[src/rtl/hb_pkg.sv]
// Package: shared helpers for the half-bridge gate sequencer.
// Assumes time parameters are given in nanoseconds and the clock in MHz.
package hb_pkg;

    // Convert a duration in ns to a cycle count at the given clock (MHz).
    function automatic int ns_to_cyc(input int mhz, input int ns);
        int c;
        c = (mhz * ns) / 1000;
        return (c < 1) ? 1 : c;
    endfunction

endpackage

[src/rtl/hb_offtimer.sv]
// Module: hb_offtimer
// Counts consecutive cycles during which a gate has been off and flags when
// a LIMIT-cycle off interval has been completed by the end of this cycle.
// Assumes LIMIT >= 1; counter starts from zero after reset.
module hb_offtimer #(
    parameter int LIMIT = 125
) (
    input  logic clk,
    input  logic rst_n,
    input  logic gate,
    output logic ok
);
    localparam int CW  = $clog2(LIMIT + 1);
    localparam logic [CW-1:0] TOP = CW'(LIMIT - 1);

    logic [CW-1:0] cnt;

    // Restart on every on-cycle, saturate at LIMIT-1 while off.
    always_ff @(posedge clk) begin
        if (!rst_n)          cnt <= '0;
        else if (gate)       cnt <= '0;
        else if (cnt != TOP) cnt <= cnt + 1'b1;
    end

    assign ok = !gate && (cnt == TOP);
endmodule

[src/rtl/hb_bootstrap.sv]
// Module: hb_bootstrap
// Tracks whether the bootstrap capacitor of one channel is charged: the
// low-side gate must stay on PRE consecutive cycles, and the charge is taken
// as valid for WIN cycles after the low side goes off. A clear input drops
// the charge at once. A waive input marks a grounded load.
// Assumes PRE >= 1 and WIN >= 1.
module hb_bootstrap #(
    parameter int PRE = 500,
    parameter int WIN = 82500
) (
    input  logic clk,
    input  logic rst_n,
    input  logic clear,
    input  logic lo_gate,
    input  logic waive,
    output logic ok
);
    localparam int PW = $clog2(PRE + 1);
    localparam int AW = $clog2(WIN + 1);
    localparam logic [PW-1:0] PTOP = PW'(PRE - 1);
    localparam logic [AW-1:0] ATOP = AW'(WIN - 1);

    logic [PW-1:0] on_cnt;
    logic [AW-1:0] age;
    logic          charged;

    // Length of the current low-side on interval, saturating.
    always_ff @(posedge clk) begin
        if (!rst_n)              on_cnt <= '0;
        else if (!lo_gate)       on_cnt <= '0;
        else if (on_cnt != PTOP) on_cnt <= on_cnt + 1'b1;
    end

    // Cycles since the low side went off, saturating.
    always_ff @(posedge clk) begin
        if (!rst_n)            age <= '0;
        else if (lo_gate)      age <= '0;
        else if (age != ATOP)  age <= age + 1'b1;
    end

    // Charge flag: set by a full precharge, cleared by expiry or shutdown.
    always_ff @(posedge clk) begin
        if (!rst_n)                        charged <= 1'b0;
        else if (clear)                    charged <= 1'b0;
        else if (lo_gate && on_cnt == PTOP) charged <= 1'b1;
        else if (!lo_gate && age == ATOP)  charged <= 1'b0;
    end

    assign ok = waive || charged;
endmodule

[src/rtl/hb_leg.sv]
// Module: hb_leg
// One half-bridge channel: resolves the two commands, applies dead time on
// each turn-on and the bootstrap rule on the high-side turn-on, and masks
// both gates with the shutdown input.
// Assumes commands are already synchronous to clk.
module hb_leg #(
    parameter int DEAD_CYC = 125,
    parameter int PRE_CYC  = 500,
    parameter int WIN_CYC  = 82500
) (
    input  logic clk,
    input  logic rst_n,
    input  logic sd,
    input  logic cmd_hi,
    input  logic cmd_lo,
    input  logic gnd_load,
    output logic gate_hi,
    output logic gate_lo,
    output logic hi_ready
);
    logic hi_q, lo_q;
    logic hi_off_ok, lo_off_ok, boot_ok;
    logic want_hi, want_lo, hi_perm, hi_nxt, lo_nxt;

    hb_offtimer #(.LIMIT(DEAD_CYC)) u_hi_off (
        .clk(clk), .rst_n(rst_n), .gate(hi_q), .ok(hi_off_ok)
    );

    hb_offtimer #(.LIMIT(DEAD_CYC)) u_lo_off (
        .clk(clk), .rst_n(rst_n), .gate(lo_q), .ok(lo_off_ok)
    );

    hb_bootstrap #(.PRE(PRE_CYC), .WIN(WIN_CYC)) u_boot (
        .clk(clk), .rst_n(rst_n), .clear(sd), .lo_gate(lo_q),
        .waive(gnd_load), .ok(boot_ok)
    );

    // Resolve requests; a conflicting pair means neither.
    always_comb begin
        want_hi = cmd_hi && !cmd_lo;
        want_lo = cmd_lo && !cmd_hi;
        hi_perm = lo_off_ok && boot_ok;
        hi_nxt  = want_hi && (hi_q || hi_perm);
        lo_nxt  = want_lo && (lo_q || hi_off_ok);
    end

    // Gate state registers, cleared by reset or shutdown.
    always_ff @(posedge clk) begin
        if (!rst_n || sd) begin
            hi_q <= 1'b0;
            lo_q <= 1'b0;
        end else begin
            hi_q <= hi_nxt;
            lo_q <= lo_nxt;
        end
    end

    assign gate_hi  = hi_q && !sd;
    assign gate_lo  = lo_q && !sd;
    assign hi_ready = hi_perm && !sd;
endmodule

[src/rtl/hb_gate_seq.sv]
// Module: hb_gate_seq (top)
// Three (NCH) independent half-bridge channels sharing one shutdown input.
// Timing parameters are in ns and converted to cycles from CLK_MHZ.
// Assumes synchronous inputs and a synchronous active-low reset.
module hb_gate_seq #(
    parameter int NCH     = 3,
    parameter int CLK_MHZ = 250,
    parameter int DEAD_NS = 500,
    parameter int PRE_NS  = 2000,
    parameter int WIN_NS  = 330000
) (
    input  logic           clk,
    input  logic           rst_n,
    input  logic           shutdown,
    input  logic [NCH-1:0] cmd_hi,
    input  logic [NCH-1:0] cmd_lo,
    input  logic [NCH-1:0] gnd_load,
    output logic [NCH-1:0] gate_hi,
    output logic [NCH-1:0] gate_lo,
    output logic [NCH-1:0] hi_ready
);
    localparam int DEAD_CYC = hb_pkg::ns_to_cyc(CLK_MHZ, DEAD_NS);
    localparam int PRE_CYC  = hb_pkg::ns_to_cyc(CLK_MHZ, PRE_NS);
    localparam int WIN_CYC  = hb_pkg::ns_to_cyc(CLK_MHZ, WIN_NS);

    // One sequencer per channel.
    for (genvar i = 0; i < NCH; i++) begin : g_ch
        hb_leg #(
            .DEAD_CYC(DEAD_CYC), .PRE_CYC(PRE_CYC), .WIN_CYC(WIN_CYC)
        ) u_leg (
            .clk(clk), .rst_n(rst_n), .sd(shutdown),
            .cmd_hi(cmd_hi[i]), .cmd_lo(cmd_lo[i]), .gnd_load(gnd_load[i]),
            .gate_hi(gate_hi[i]), .gate_lo(gate_lo[i]), .hi_ready(hi_ready[i])
        );
    end
endmodule

[config.mk]
export PLATFORM = sky130hd
export DESIGN_NAME = hb_gate_seq
export DESIGN_NICKNAME = d
export VERILOG_FILES = /design/src/rtl/hb_pkg.sv /design/src/rtl/hb_offtimer.sv /design/src/rtl/hb_bootstrap.sv /design/src/rtl/hb_leg.sv /design/src/rtl/hb_gate_seq.sv
export SDC_FILE = /design/constraint.sdc
export NUM_CORES = 1
export LEC_CHECK = 0
export ABC_AREA = 1
export CORE_MARGIN = 10
export CORE_UTILIZATION = 60
export CTS_CLUSTER_SIZE = 28
export DETAILED_ROUTE_END_ITERATION = 10
export DONT_BUFFER_PORTS = 1
export GPL_ROUTABILITY_DRIVEN = 0
export HOLD_SLACK_MARGIN = 0.06
export PLACE_DENSITY_LB_ADDON = 0.1
export SLEW_MARGIN = 15
export SYNTH_ARGS = -nofsm -noshare
export SYNTH_HDL_FRONTEND = slang
export SYNTH_SLANG_ARGS = --single-unit
[constraint.sdc]
create_clock -name clk -period 1.51 [get_ports clk]
set_input_delay 0.151 -clock clk [delete_from_list [all_inputs] [get_ports clk]]
set_output_delay 0.151 -clock clk [all_outputs]
set_load 0.02 [all_outputs]
==> summary.txt, run 1 <==
Clock network
  • CTS tree: yes
  • Clock sink total: 129
  • Num CTS Buffers: 17
  • Worst skew pair latency: 0.52 ns
  • H-tree Lvls: 4
  • Clk root buf: clkbuf_8
  • Worst-path clk slew: 0.06 ns
  • CTS max path bufs: 2

Timing
  • Final period util: 117%
  • Fmax: 0.568 GHz
  • RSZ-0062 raised after global routing: true
  • Slew Limit Fails: 0
  • Worst Max-Slew Pin Slew: 0.435 ns
  • PnR worst setup slack: -0.252 ns
  • Endpoints failing setup: 3
  • Final hold vios: 0
  • Clock skew: 0.00706 ns
  • Post-route setup TNS: -0.673 ns
  • Slew headroom: 70.9%
  • Final min period: 1.76 ns

Worst hold path
  • Hold worst-path end: g_ch[2].u_leg.u_boot.age[1]
  • Worst hold stages: 4
  • Worst hold path startpoint: rst_n
  • Hold WC Path Type: input pin to flop

Critical path
  • Max stage delay on crit path: 0.32 ns
  • Critical path's most frequent cell: inv_2
  • CP Data Required Time: 1.36 ns
  • CP Capture Type: output pin
  • WP data arrival: 1.61 ns
  • Worst r2r path cells: 5
  • Reg2Reg Setup Slack: 0.11 ns
  • CP top delay family: simple AND/OR/NAND/NOR gates
  • Crit path cell chain: inv_2 > ha_4 > inv_2 > nor2_4 > nand2_2 > inv_2 > nand2_4 > nor2_4 > buf_6
  • CP Buf/Inv Count: 4
  • Crit path max-delay cell type: dfxtp_2
  • Critical path launch point type: flop
  • Reg2reg end: g_ch[1].u_leg.u_boot.on_cnt[1]
  • Reg2reg start: g_ch[1].u_leg.u_boot.on_cnt[0]
  • Critical path type: flop to output pin
  • Worst Path Max Fanout: 2

Drt
  • WL final: 14100 um
  • Detailed-route via count: 5810
  • WL/cell: 12.8 um
  • DR pass1 iterations: 5
  • Number of nets with antenna violations after routing: 0
  • DRT iter0 DRCs: 332
  • Vias per cell: 5.28
  • DRC: 0

Floorplan
  • Die H: 123 um
  • Starting Density: 61.3%
  • Core area: 10300 sq um
  • Num rows: 37
  • Die area: 15100 sq um
  • Die X: 123 um
  • Top Ports: 21

GRT
  • Largest net degree at the start of global routing: 17
  • First-pass GRT wire length: 23900 um
  • Vias in the first global route: 5528
  • Initial antenna violation count: 0
  • Total global-route track usage: 19.2%
  • Grt ovf: 0

Logic synthesis
  • Syn_area_per_cell: 6.98 sq um
  • Synth area leader: dfxtp_1
  • Largest cells by area after synthesis: dfxtp_1 41%, nand2_1 10%, nor2_1 9.5%, a21oi_1 6.9%, inv_1 6.8%
  • Yosys warns: 0
  • Area share of the largest cell type after synthesis: 40.8%
  • Netlist cell types: 31
  • Syn Std Cell Area: 6330 sq um
  • Register area share after synthesis: 40.8%
  • Synthesis-stage register bit count: 129
  • Syn Inst Count: 907
  • Synthesized net count: 937

Cells and area
  • Final-stage net count: 983
  • Fillers: 776
  • Multi-input gate area: 3350 sq um
  • Fraction of layout instances using a drive strength above 1: 13.4%
  • Register area: 2600 sq um
  • Area Overhead vs Synth: 18.4%
  • Finished Layout Cells: 1101
  • Fin area: 7500 sq um
  • # diodes: 0

Pwr
  • Max rail drop VDD: 0.879 mV
  • PD cells: 1050 nW/um^2
  • Lkg Pwr: 0.00290 uW

Placed design
  • Dpl cell area: 6480 sq um
  • Count of input and output buffers: 0
  • Detailed Place HPWL: 9140 um
  • Placed cell count: 1038

Outcome
  • Status: finished, violations left
  • Failing checks: negative setup slack

Job
  • Max_cap viols: 0
## cell type report
| type | count | share of cell area [%] |
|---|---|---|
| Sequential cell | 129 | 34.6 |
| Timing Repair Buffer | 40 | 4.67 |
| Tap cell | 136 | 2.27 |
| Clock inverter | 5 | 1.00 |
| Multi-Input combinational cell | 644 | 44.7 |
| Clock buffer | 26 | 6.64 |
| Inverter | 121 | 6.06 |
## power by group
part | switching (uW) | total [uW] | internal, uW
registers | 63.0 | 3530 | 3470
clock network | 1430 | 3980 | 2550
logic | 217 | 384 | 167
## layer usage
layer | up-vias | wire, um | track usage, %
met4 | 0 | 234 | 8.39
met2 | 135 | 6970 | 32.8
met1 | 2639 | 6230 | 22.4
met3 | 28 | 649 | 4.68
li1 | 3008 | - | -
met5 | - | 0 | 0
## stage by stage
stage / total power [uW] / util [%] / setup slack (ns) / hold slack, ns
after floorplan: 3810 / - / 0.199 / 0.293
after detailed placement: 3880 / 62.7 / 0.0662 / 0.301
after global placement: 3860 / 62.7 / 0.137 / 0.300
after CTS: 7930 / 72.0 / -0.271 / 0.0837
after global routing: 8170 / 72.6 / -0.333 / 0.122
final: 7900 / 72.6 / -0.252 / 0.117
## how the worst max path moves through the flow
stage | from | to | depth (start not counted)
after floorplan | g_ch[2].u_leg.u_lo_off.cnt[0] | hi_ready[2] | 9
after global placement | g_ch[1].u_leg.u_lo_off.cnt[0] | hi_ready[1] | 9
after detailed placement | g_ch[0].u_leg.u_boot.on_cnt[0] | g_ch[0].u_leg.u_boot.on_cnt[0] | 6
after CTS | g_ch[0].u_leg.u_lo_off.cnt[1] | hi_ready[0] | 9
after global routing | g_ch[2].u_leg.u_lo_off.cnt[1] | hi_ready[2] | 9
final | g_ch[2].u_leg.u_lo_off.cnt[1] | hi_ready[2] | 9
## cells in the final DEF (no fill, tap or decap), types with 13 or more instances in the layout
cell and instances:
a21oi_1 87, buf_4 21, clkbuf_16 16, dfxtp_1 117, dlygate4sd3_1 17, ha_1 13
inv_1 103, inv_2 18, nand2_1 166, nand3_1 58, nand4_1 21, nor2_1 151
o21ai_0 39, xnor2_1 13, xor2_1 15
## cells in the mapped netlist, drive strengths merged
master,instances
nand2,174
clkbuf,1
and2,3
ha,18
nor4,1
a21oi,87
nor3b,1
o21ai,53
xnor2,13
xor2,15
dfxtp,129
o21bai,1
inv,121
nand4,21
nor3,15
nand3b,2
nor2,172
a31oi,1
nand3,63
buf,12
and3,3
a21boi,1
## cell families (layout without fill, tap and decap cells)
kind of cell	count (synthesis)	in the layout	synth area share (%)
simple gates	455	455	31.9
compound gates	143	143	11.4
buf+inv	134	192	8.54
flops	129	129	40.8
xor+xnor	28	28	3.87
fa+ha+maj	18	18	3.56
## what timing repair did
item / in CTS / in global routing
setup endpoints to repair: 6 / 31
resized for setup: 49 / 19
hold buffers: 17 / 0
setup buffers: 15 / 2
gates cloned: 0 / 0
endpoints found under the hold margin: 32 / 0
pin swaps: 12 / 5
## worst register-to-register path: stages, from the launching register on
cell and delay, ns:
dfxtp_1 0.38, ha_1 0.23, nor3b_2 0.23, nand3_1 0.16, o21ai_0 0.24, nor2_1 0.06
## state kept, by name (all words and copies together) (netlist names)
signal	cells
g_ch.u_leg.hi_q	3
g_ch.u_leg.lo_q	3
g_ch.u_leg.u_boot.age	51
g_ch.u_leg.u_boot.charged	3
g_ch.u_leg.u_boot.on_cnt	27
g_ch.u_leg.u_hi_off.cnt	21
g_ch.u_leg.u_lo_off.cnt	21
Note: power is estimated with default switching activity, not from simulation.
==> run 2, diff against run 1 <==
Settings changed: ABC_AREA 1 to unset.
==> summary.txt, run 2 <==
Floorplan
  • Num rows: 36 (was 37)
  • Die area: 14200 sq um (was 15100 sq um)
  • Top Ports: 21 (unchanged)
  • Die H: 119 um (was 123 um)
  • Die X: 119 um (was 123 um)
  • Starting Density: 61.1% (was 61.3%)
  • Core area: 9680 sq um (was 10300 sq um)

Critical path
  • Setup crit start: g_ch[2].u_leg.u_lo_off.cnt[5] (was g_ch[2].u_leg.u_lo_off.cnt[1])
  • Worst Path Max Fanout: 2 (unchanged)
  • Reg2reg start: g_ch[0].u_leg.u_boot.age[5] (was g_ch[1].u_leg.u_boot.on_cnt[0])
  • CP Data Required Time: 1.36 ns (about the same)
  • Critical path launch point type: flop (unchanged)
  • Reg2Reg Setup Slack: -0.03 ns (was 0.11 ns)
  • Critical path type: flop to output pin (unchanged)
  • Worst r2r path cells: 4 (was 5)
  • Reg2reg end: g_ch[0].u_leg.u_boot.age[0] (was g_ch[1].u_leg.u_boot.on_cnt[1])
  • WP data arrival: 1.61 ns (about the same)
  • Worst setup path endpoint: hi_ready[2] (unchanged)
  • CP Capture Type: output pin (unchanged)

Cells and area
  • # diodes: 0 (unchanged)
  • Biggest register: g_ch.u_leg.u_boot.age (unchanged)
  • Fraction of layout instances using a drive strength above 1: 25.5% (was 13.4%)
  • Largest registers: g_ch.u_leg.u_boot.age (51), g_ch.u_leg.u_boot.on_cnt (27) (unchanged)
  • Most common cell after layout, fill and taps aside: dfxtp_1 (was nand2_1)
  • Most frequent cells in the layout: 101 x dfxtp_1, 78 x buf_4, 73 x nor2_1 (was 166 x nand2_1, 151 x nor2_1, 117 x dfxtp_1)
  • Final Util: 78.1% (was 72.6%)
  • Area Overhead vs Synth: 27.8% (was 18.4%)
  • Final-stage net count: 765 (was 983)
  • Fin area: 7570 sq um (was 7500 sq um)
  • Largest register FFs: 51 (unchanged)
  • Finished Layout Cells: 881 (was 1101)

Drt
  • Vias per cell: 5.59 (was 5.28)
  • DR pass1 iterations: 5 (unchanged)
  • DRT iter0 DRCs: 343 (was 332)
  • WL met2: 6630 um (was 6970 um)
  • Met3 wire len: 520 um (was 649 um)
  • Metal-1 WL: 5820 um (was 6230 um)
  • Number of nets with antenna violations after routing: 0 (unchanged)
  • Detailed-route via count: 4923 (was 5810)
  • WL final: 13200 um (was 14100 um)
  • DRC: 0 (unchanged)
  • WL/cell: 15.0 um (was 12.8 um)
  • Highest metal used: met4 (unchanged)

Outcome
  • Status: finished, violations left (unchanged)
  • Failing checks: negative setup slack (unchanged)

Clock network
  • Clock sink total: 129 (unchanged)
  • CTS max path bufs: 2 (unchanged)
  • Worst skew pair latency: 0.53 ns (was 0.52 ns)
  • H-tree Lvls: 4 (unchanged)
  • Clk root buf: clkbuf_8 (unchanged)
  • Worst-path clk slew: 0.06 ns (about the same)
  • CTS tree: yes (unchanged)
  • Num CTS Buffers: 17 (unchanged)

Timing
  • Endpoints failing setup: 5 (was 3)
  • RSZ-0062 raised after global routing: true (unchanged)
  • Post-route setup TNS: -0.777 ns (was -0.673 ns)
  • Final period util: 117% (about the same)
  • Final hold vios: 0 (unchanged)
  • Fmax: 0.568 GHz (about the same)
  • Clock skew: 0.00629 ns (was 0.00706 ns)
  • PnR worst setup slack: -0.251 ns (was -0.252 ns)
  • Slew Limit Fails: 0 (unchanged)
  • Slew headroom: 54.3% (was 70.9%)
  • Final min period: 1.76 ns (about the same)
  • Worst Max-Slew Pin Slew: 0.686 ns (was 0.435 ns)

Pwr
  • Comb pwr share: 5.4% (was 4.9%)
  • Psw: 1740 uW (was 1700 uW)
  • Power Internal: 6150 uW (was 6190 uW)
  • PD cells: 1040 nW/um^2 (was 1050 nW/um^2)
  • Sw Ratio: 22.0% (was 21.6%)
  • Flop pwr share: 44.8% (about the same)
  • Max rail drop VDD: 1.08 mV (was 0.879 mV)
  • Clk network pwr share: 49.8% (was 50.4%)
  • Lkg Pwr: 0.00284 uW (was 0.00290 uW)

Logic synthesis
  • Synth area leader: dfxtp_1 (unchanged)
  • Syn_area_per_cell: 9.02 sq um (was 6.98 sq um)
  • Main synth FF type: dfxtp_1 (unchanged)
  • Syn Inst Count: 656 (was 907)
  • Yosys warns: 0 (unchanged)
  • Async S/R FF share, synth: 0% (unchanged)
  • Syn Std Cell Area: 5920 sq um (was 6330 sq um)
  • Register area share after synthesis: 43.6% (was 40.8%)
  • Post-synth EDFFs: 0 (unchanged)
  • Largest cells by area after synthesis: dfxtp_1 44%, xnor2_1 6.2%, xor2_1 6.1%, nor2_1 4.6%, nand3_1 4.1% (was dfxtp_1 41%, nand2_1 10%, nor2_1 9.5%, a21oi_1 6.9%, inv_1 6.8%)
  • Post-synth top cells: 129 x dfxtp_1, 73 x nor2_1, 49 x nand3_1 (was 172 x nand2_1, 161 x nor2_1, 129 x dfxtp_1)
  • Area share of the largest cell type after synthesis: 43.6% (was 40.8%)
  • Netlist cell types: 43 (was 31)
  • Synthesis-stage register bit count: 129 (unchanged)
  • Cell with the most instances after synthesis: dfxtp_1 (was nand2_1)
  • Synthesized net count: 686 (was 937)

GRT
  • Initial antenna violation count: 0 (unchanged)
  • Grt ovf: 0 (unchanged)
  • Total global-route track usage: 18.8% (was 19.2%)
  • Largest net degree at the start of global routing: 25 (was 17)
  • Vias in the first global route: 4830 (was 5528)
  • First-pass GRT wire length: 22300 um (was 23900 um)

Placed design
  • Dpl cell area: 6390 sq um (was 6480 sq um)
  • Placed cell count: 814 (was 1038)
  • Dpl ws: -0.0512 ns (was 0.0662 ns)
  • Detailed Place HPWL: 8080 um (was 9140 um)
  • Count of input and output buffers: 0 (unchanged)

Worst hold path
  • Hold WC Path Type: input pin to flop (unchanged)

Job
  • Max_cap viols: 0 (unchanged)
-- run 2: cell count changes after synthesis, sizes merged, moves of 29 or more --
cell | previous run | this run
a21oi | 87 | 47
inv | 121 | 23
nand2 | 174 | 25
nor2 | 172 | 73
o21ai | 53 | 15
xnor2 | 13 | 42
-- run 2: logic make-up (layout without fill, tap and decap cells) --
group / count (synthesis) / in the layout / share of synthesized area [%]
AND/OR/NAND/NOR: 288 / 288 / 27.2
flip-flops: 129 / 129 / 43.6
XOR/XNOR: 83 / 83 / 12.3
AO/OA/AOI/OAI: 74 / 74 / 6.98
buffers and inverters: 51 / 143 / 3.81
adder cells (fa/ha/maj): 18 / 18 / 3.81
multiplexers: 13 / 13 / 2.28
-- run 2: how the worst min path moves through the flow --
stage	start	endpoint	slack, ns	cells after the start
after global placement	cmd_hi[0]	g_ch[0].u_leg.hi_q	0.30	1
after CTS	gnd_load[1]	g_ch[1].u_leg.hi_q	0.07	3
after detailed placement	cmd_hi[2]	g_ch[2].u_leg.hi_q	0.31	1
after global routing	gnd_load[1]	g_ch[1].u_leg.hi_q	0.08	3
final	gnd_load[1]	g_ch[1].u_leg.hi_q	0.07	3
after floorplan	cmd_hi[0]	g_ch[0].u_leg.hi_q	0.30	1
-- run 2: worst max-delay path: stages, from the launching register on --
cell	delay [ns]
dfxtp_2	0.34
and4_4	0.25
nand3_4	0.10
nor4_4	0.20
buf_4	0.18
-- run 2: per-stage QoR --
step / hold slack [ns] / power, uW
2_1_floorplan: 0.303 / 3820
3_3_place_gp: 0.304 / 3910
3_5_place_dp: 0.308 / 3930
4_1_cts: 0.0734 / 7900
5_1_grt: 0.0802 / 8150
6_report: 0.0731 / 7890
-- run 2: cell type report --
type                            instances  area, sq um
Multi-Input combinational cell        476         3430
Sequential cell                       129         2620
Fill cell                             626         2120
Timing Repair Buffer                   88          688
Clock buffer                           22          463
Tap cell                              133          166
Clock inverter                         10          109
Inverter                               23         86.3
-- run 2: what timing repair did --
action                                  4_1_cts  5_1_grt
resized for setup                            39       44
setup buffers                                18        7
hold buffers                                 10        0
endpoints found under the setup margin       11       49
pin swaps                                    13       15
endpoints found under the hold margin        89        0
-- run 2: layer usage --
| layer | GRT usage, % | up-vias |
|---|---|---|
| met3 | 4.68 | 23 |
| met4 | 7.54 | 0 |
| met5 | 0 | - |
| met2 | 32.7 | 86 |
| li1 | - | 2480 |
| met1 | 21.6 | 2334 |
-- run 2: power by group through the flow --
stage | registers, uW | logic [uW] | clock network, uW
4_1_cts | 3530 | 395 | 3980
3_5_place_dp | 3610 | 324 | 0
2_1_floorplan | 3610 | 211 | 0
3_3_place_gp | 3600 | 308 | 0
6_report | 3530 | 426 | 3930
5_1_grt | 3540 | 471 | 4140
==> run 3, diff against run 2 <==
Settings changed: CORE_MARGIN 10 to 2, PLACE_DENSITY set to 0.76, PLACE_DENSITY_LB_ADDON 0.1 to unset.
==> summary.txt, run 3 (synthesis gave the netlist of run 2 again) <==
Placed design
  • Count of input and output buffers: 0 (unchanged)
  • Detailed Place HPWL: 8350 um (was 8080 um)
  • Dpl ws: -0.0694 ns (was -0.0512 ns)
  • Dpl cell area: 6420 sq um (was 6390 sq um)

Drt
  • WL/cell: 15.2 um (was 15.0 um)
  • Detailed-route via count: 4992 (was 4923)
  • WL final: 13400 um (was 13200 um)
  • DR pass1 iterations: 5 (unchanged)
  • Vias per cell: 5.68 (was 5.59)
  • DRC: 0 (unchanged)
  • DRT iter0 DRCs: 192 (was 343)
  • Number of nets with antenna violations after routing: 0 (unchanged)

Clock network
  • CTS tree: yes (unchanged)
  • Num CTS Buffers: 17 (unchanged)
  • Worst skew pair latency: 0.52 ns (was 0.53 ns)
  • Clk root buf: clkbuf_8 (unchanged)
  • Clock sink total: 129 (unchanged)
  • Worst-path clk slew: 0.06 ns (about the same)
  • H-tree Lvls: 4 (unchanged)
  • CTS max path bufs: 2 (unchanged)

Floorplan
  • Die area: 10700 sq um (was 14200 sq um)
  • Core area: 9680 sq um (unchanged)
  • Starting Density: 61.1% (unchanged)
  • Num rows: 36 (unchanged)
  • Die X: 103 um (was 119 um)
  • Die H: 103 um (was 119 um)
  • Top Ports: 21 (unchanged)

Timing
  • Slew Limit Fails: 0 (unchanged)
  • Post-route setup TNS: -0.707 ns (was -0.777 ns)
  • Worst Max-Slew Pin Slew: 0.591 ns (was 0.686 ns)
  • Slew headroom: 60.5% (was 54.3%)
  • Endpoints failing setup: 3 (was 5)
  • PnR worst setup slack: -0.267 ns (was -0.251 ns)
  • Final min period: 1.78 ns (was 1.76 ns)
  • RSZ-0062 raised after global routing: true (unchanged)
  • Fin Hold WS: 0.138 ns (was 0.0731 ns)
  • Fmax: 0.563 GHz (was 0.568 GHz)
  • Final period util: 118% (was 117%)
  • Clock skew: 0.00340 ns (was 0.00629 ns)
  • Final hold vios: 0 (unchanged)

Critical path
  • Critical path launch point type: flop (unchanged)
  • CP Buf/Inv Count: 1 (unchanged)
  • CP Capture Type: output pin (unchanged)
  • CP Data Required Time: 1.36 ns (about the same)
  • Crit path max-delay cell type: dfxtp_2 (unchanged)
  • WP data arrival: 1.63 ns (was 1.61 ns)
  • Crit path cell chain: and4_4 > nand3_4 > nor4_4 > buf_4 (unchanged)
  • Worst Path Max Fanout: 2 (unchanged)
  • CP top delay family: simple AND/OR/NAND/NOR gates (unchanged)
  • Critical path type: flop to output pin (unchanged)
  • Max stage delay on crit path: 0.33 ns (was 0.34 ns)
  • Reg2Reg Setup Slack: 0.01 ns (was -0.03 ns)

Pwr
  • PD cells: 1040 nW/um^2 (about the same)
  • Max rail drop VDD: 0.911 mV (was 1.08 mV)
  • Lkg Pwr: 0.00285 uW (was 0.00284 uW)

Cells and area
  • Multi-input gate area: 3430 sq um (about the same)
  • Fin area: 7560 sq um (was 7570 sq um)
  • Final Util: 78.1% (about the same)
  • Largest register FFs: 51 (unchanged)
  • Most common cell after layout, fill and taps aside: dfxtp_1 (unchanged)
  • Fillers: 623 (was 626)
  • Largest registers: g_ch.u_leg.u_boot.age (51), g_ch.u_leg.u_boot.on_cnt (27) (unchanged)
  • Biggest register: g_ch.u_leg.u_boot.age (unchanged)
  • Fraction of layout instances using a drive strength above 1: 25.2% (was 25.5%)
  • Final-stage net count: 765 (unchanged)
  • Most frequent cells in the layout: 98 x dfxtp_1, 78 x buf_4, 73 x nor2_1 (was 101 x dfxtp_1, 78 x buf_4, 73 x nor2_1)
  • Register area: 2630 sq um (was 2620 sq um)
  • # diodes: 0 (unchanged)
  • Area Overhead vs Synth: 27.8% (about the same)

GRT
  • Total global-route track usage: 25.6% (was 18.8%)
  • Grt ovf: 0 (unchanged)
  • First-pass GRT wire length: 21300 um (was 22300 um)
  • Initial antenna violation count: 0 (unchanged)
  • Largest net degree at the start of global routing: 25 (unchanged)
  • Vias in the first global route: 4698 (was 4830)

Outcome
  • Failing checks: negative setup slack (unchanged)
  • Status: finished, violations left (unchanged)

Worst hold path
  • Hold WC Path Type: input pin to flop (unchanged)

Job
  • Max_cap viols: 0 (unchanged)
[run 3: cell count changes in the layout (fill, tap and decap cells not counted), sizes merged]
cell	change
clkbuf	+2
clkinv	-2
clkinvlp	-2
dlygate4sd3	+1
dlymetal6s4s	-1
[run 3: final cells by class]
| class | count | share of cell area (%) |
|---|---|---|
| multi-input combinational | 476 | 45.4 |
| sequential | 129 | 34.8 |
| timing repair buffer | 88 | 9.07 |
| clock buffer | 24 | 6.35 |
| tap | 133 | 2.20 |
| inverter | 23 | 1.14 |
| clock inverter | 6 | 1.06 |
[run 3: worst paths after layout]
kind / from / end / cells after the start
hold reg to reg: g_ch[2].u_leg.u_boot.age[16] / g_ch[2].u_leg.u_boot.age[16] / 2
hold / removal: gnd_load[2] / g_ch[2].u_leg.hi_q / 3
setup reg to reg: g_ch[0].u_leg.u_boot.age[2] / g_ch[0].u_leg.u_boot.age[0] / 3
setup / recovery: g_ch[0].u_leg.u_lo_off.cnt[4] / hi_ready[0] / 4
[run 3: worst min-delay path, delay by kind of cell]
| family | cells | cell delay [ns] |
|---|---|---|
| simple gates | 2 | 0.28 |
| compound gates | 1 | 0.20 |
[run 3: layer usage]
layer / global-route usage [%] / wire length (um)
met4: 11.8 / 195
met5: 0 / 0
met2: 42.6 / 6640
met1: 30.6 / 5970
met3: 7.33 / 574
[run 3: power by group]
part	switching, uW	internal [uW]
registers	59.5	3470
logic	221	212
clock network	1380	2490
[run 3: repair_timing]
action | 4_1_cts | 5_1_grt
pin swaps | 14 | 21
setup endpoints to repair | 13 | 33
resized for setup | 43 | 41
endpoints found under the hold margin | 122 | 0
setup buffers | 11 | 10
hold buffers | 10 | 0
[run 3: stage by stage]
step | instances | total power [uW]
2_1_floorplan | 656 | 3820
3_3_place_gp | 818 | 3910
3_5_place_dp | 818 | 3930
4_1_cts | 869 | 7860
5_1_grt | 879 | 8110
6_report | 879 | 7840
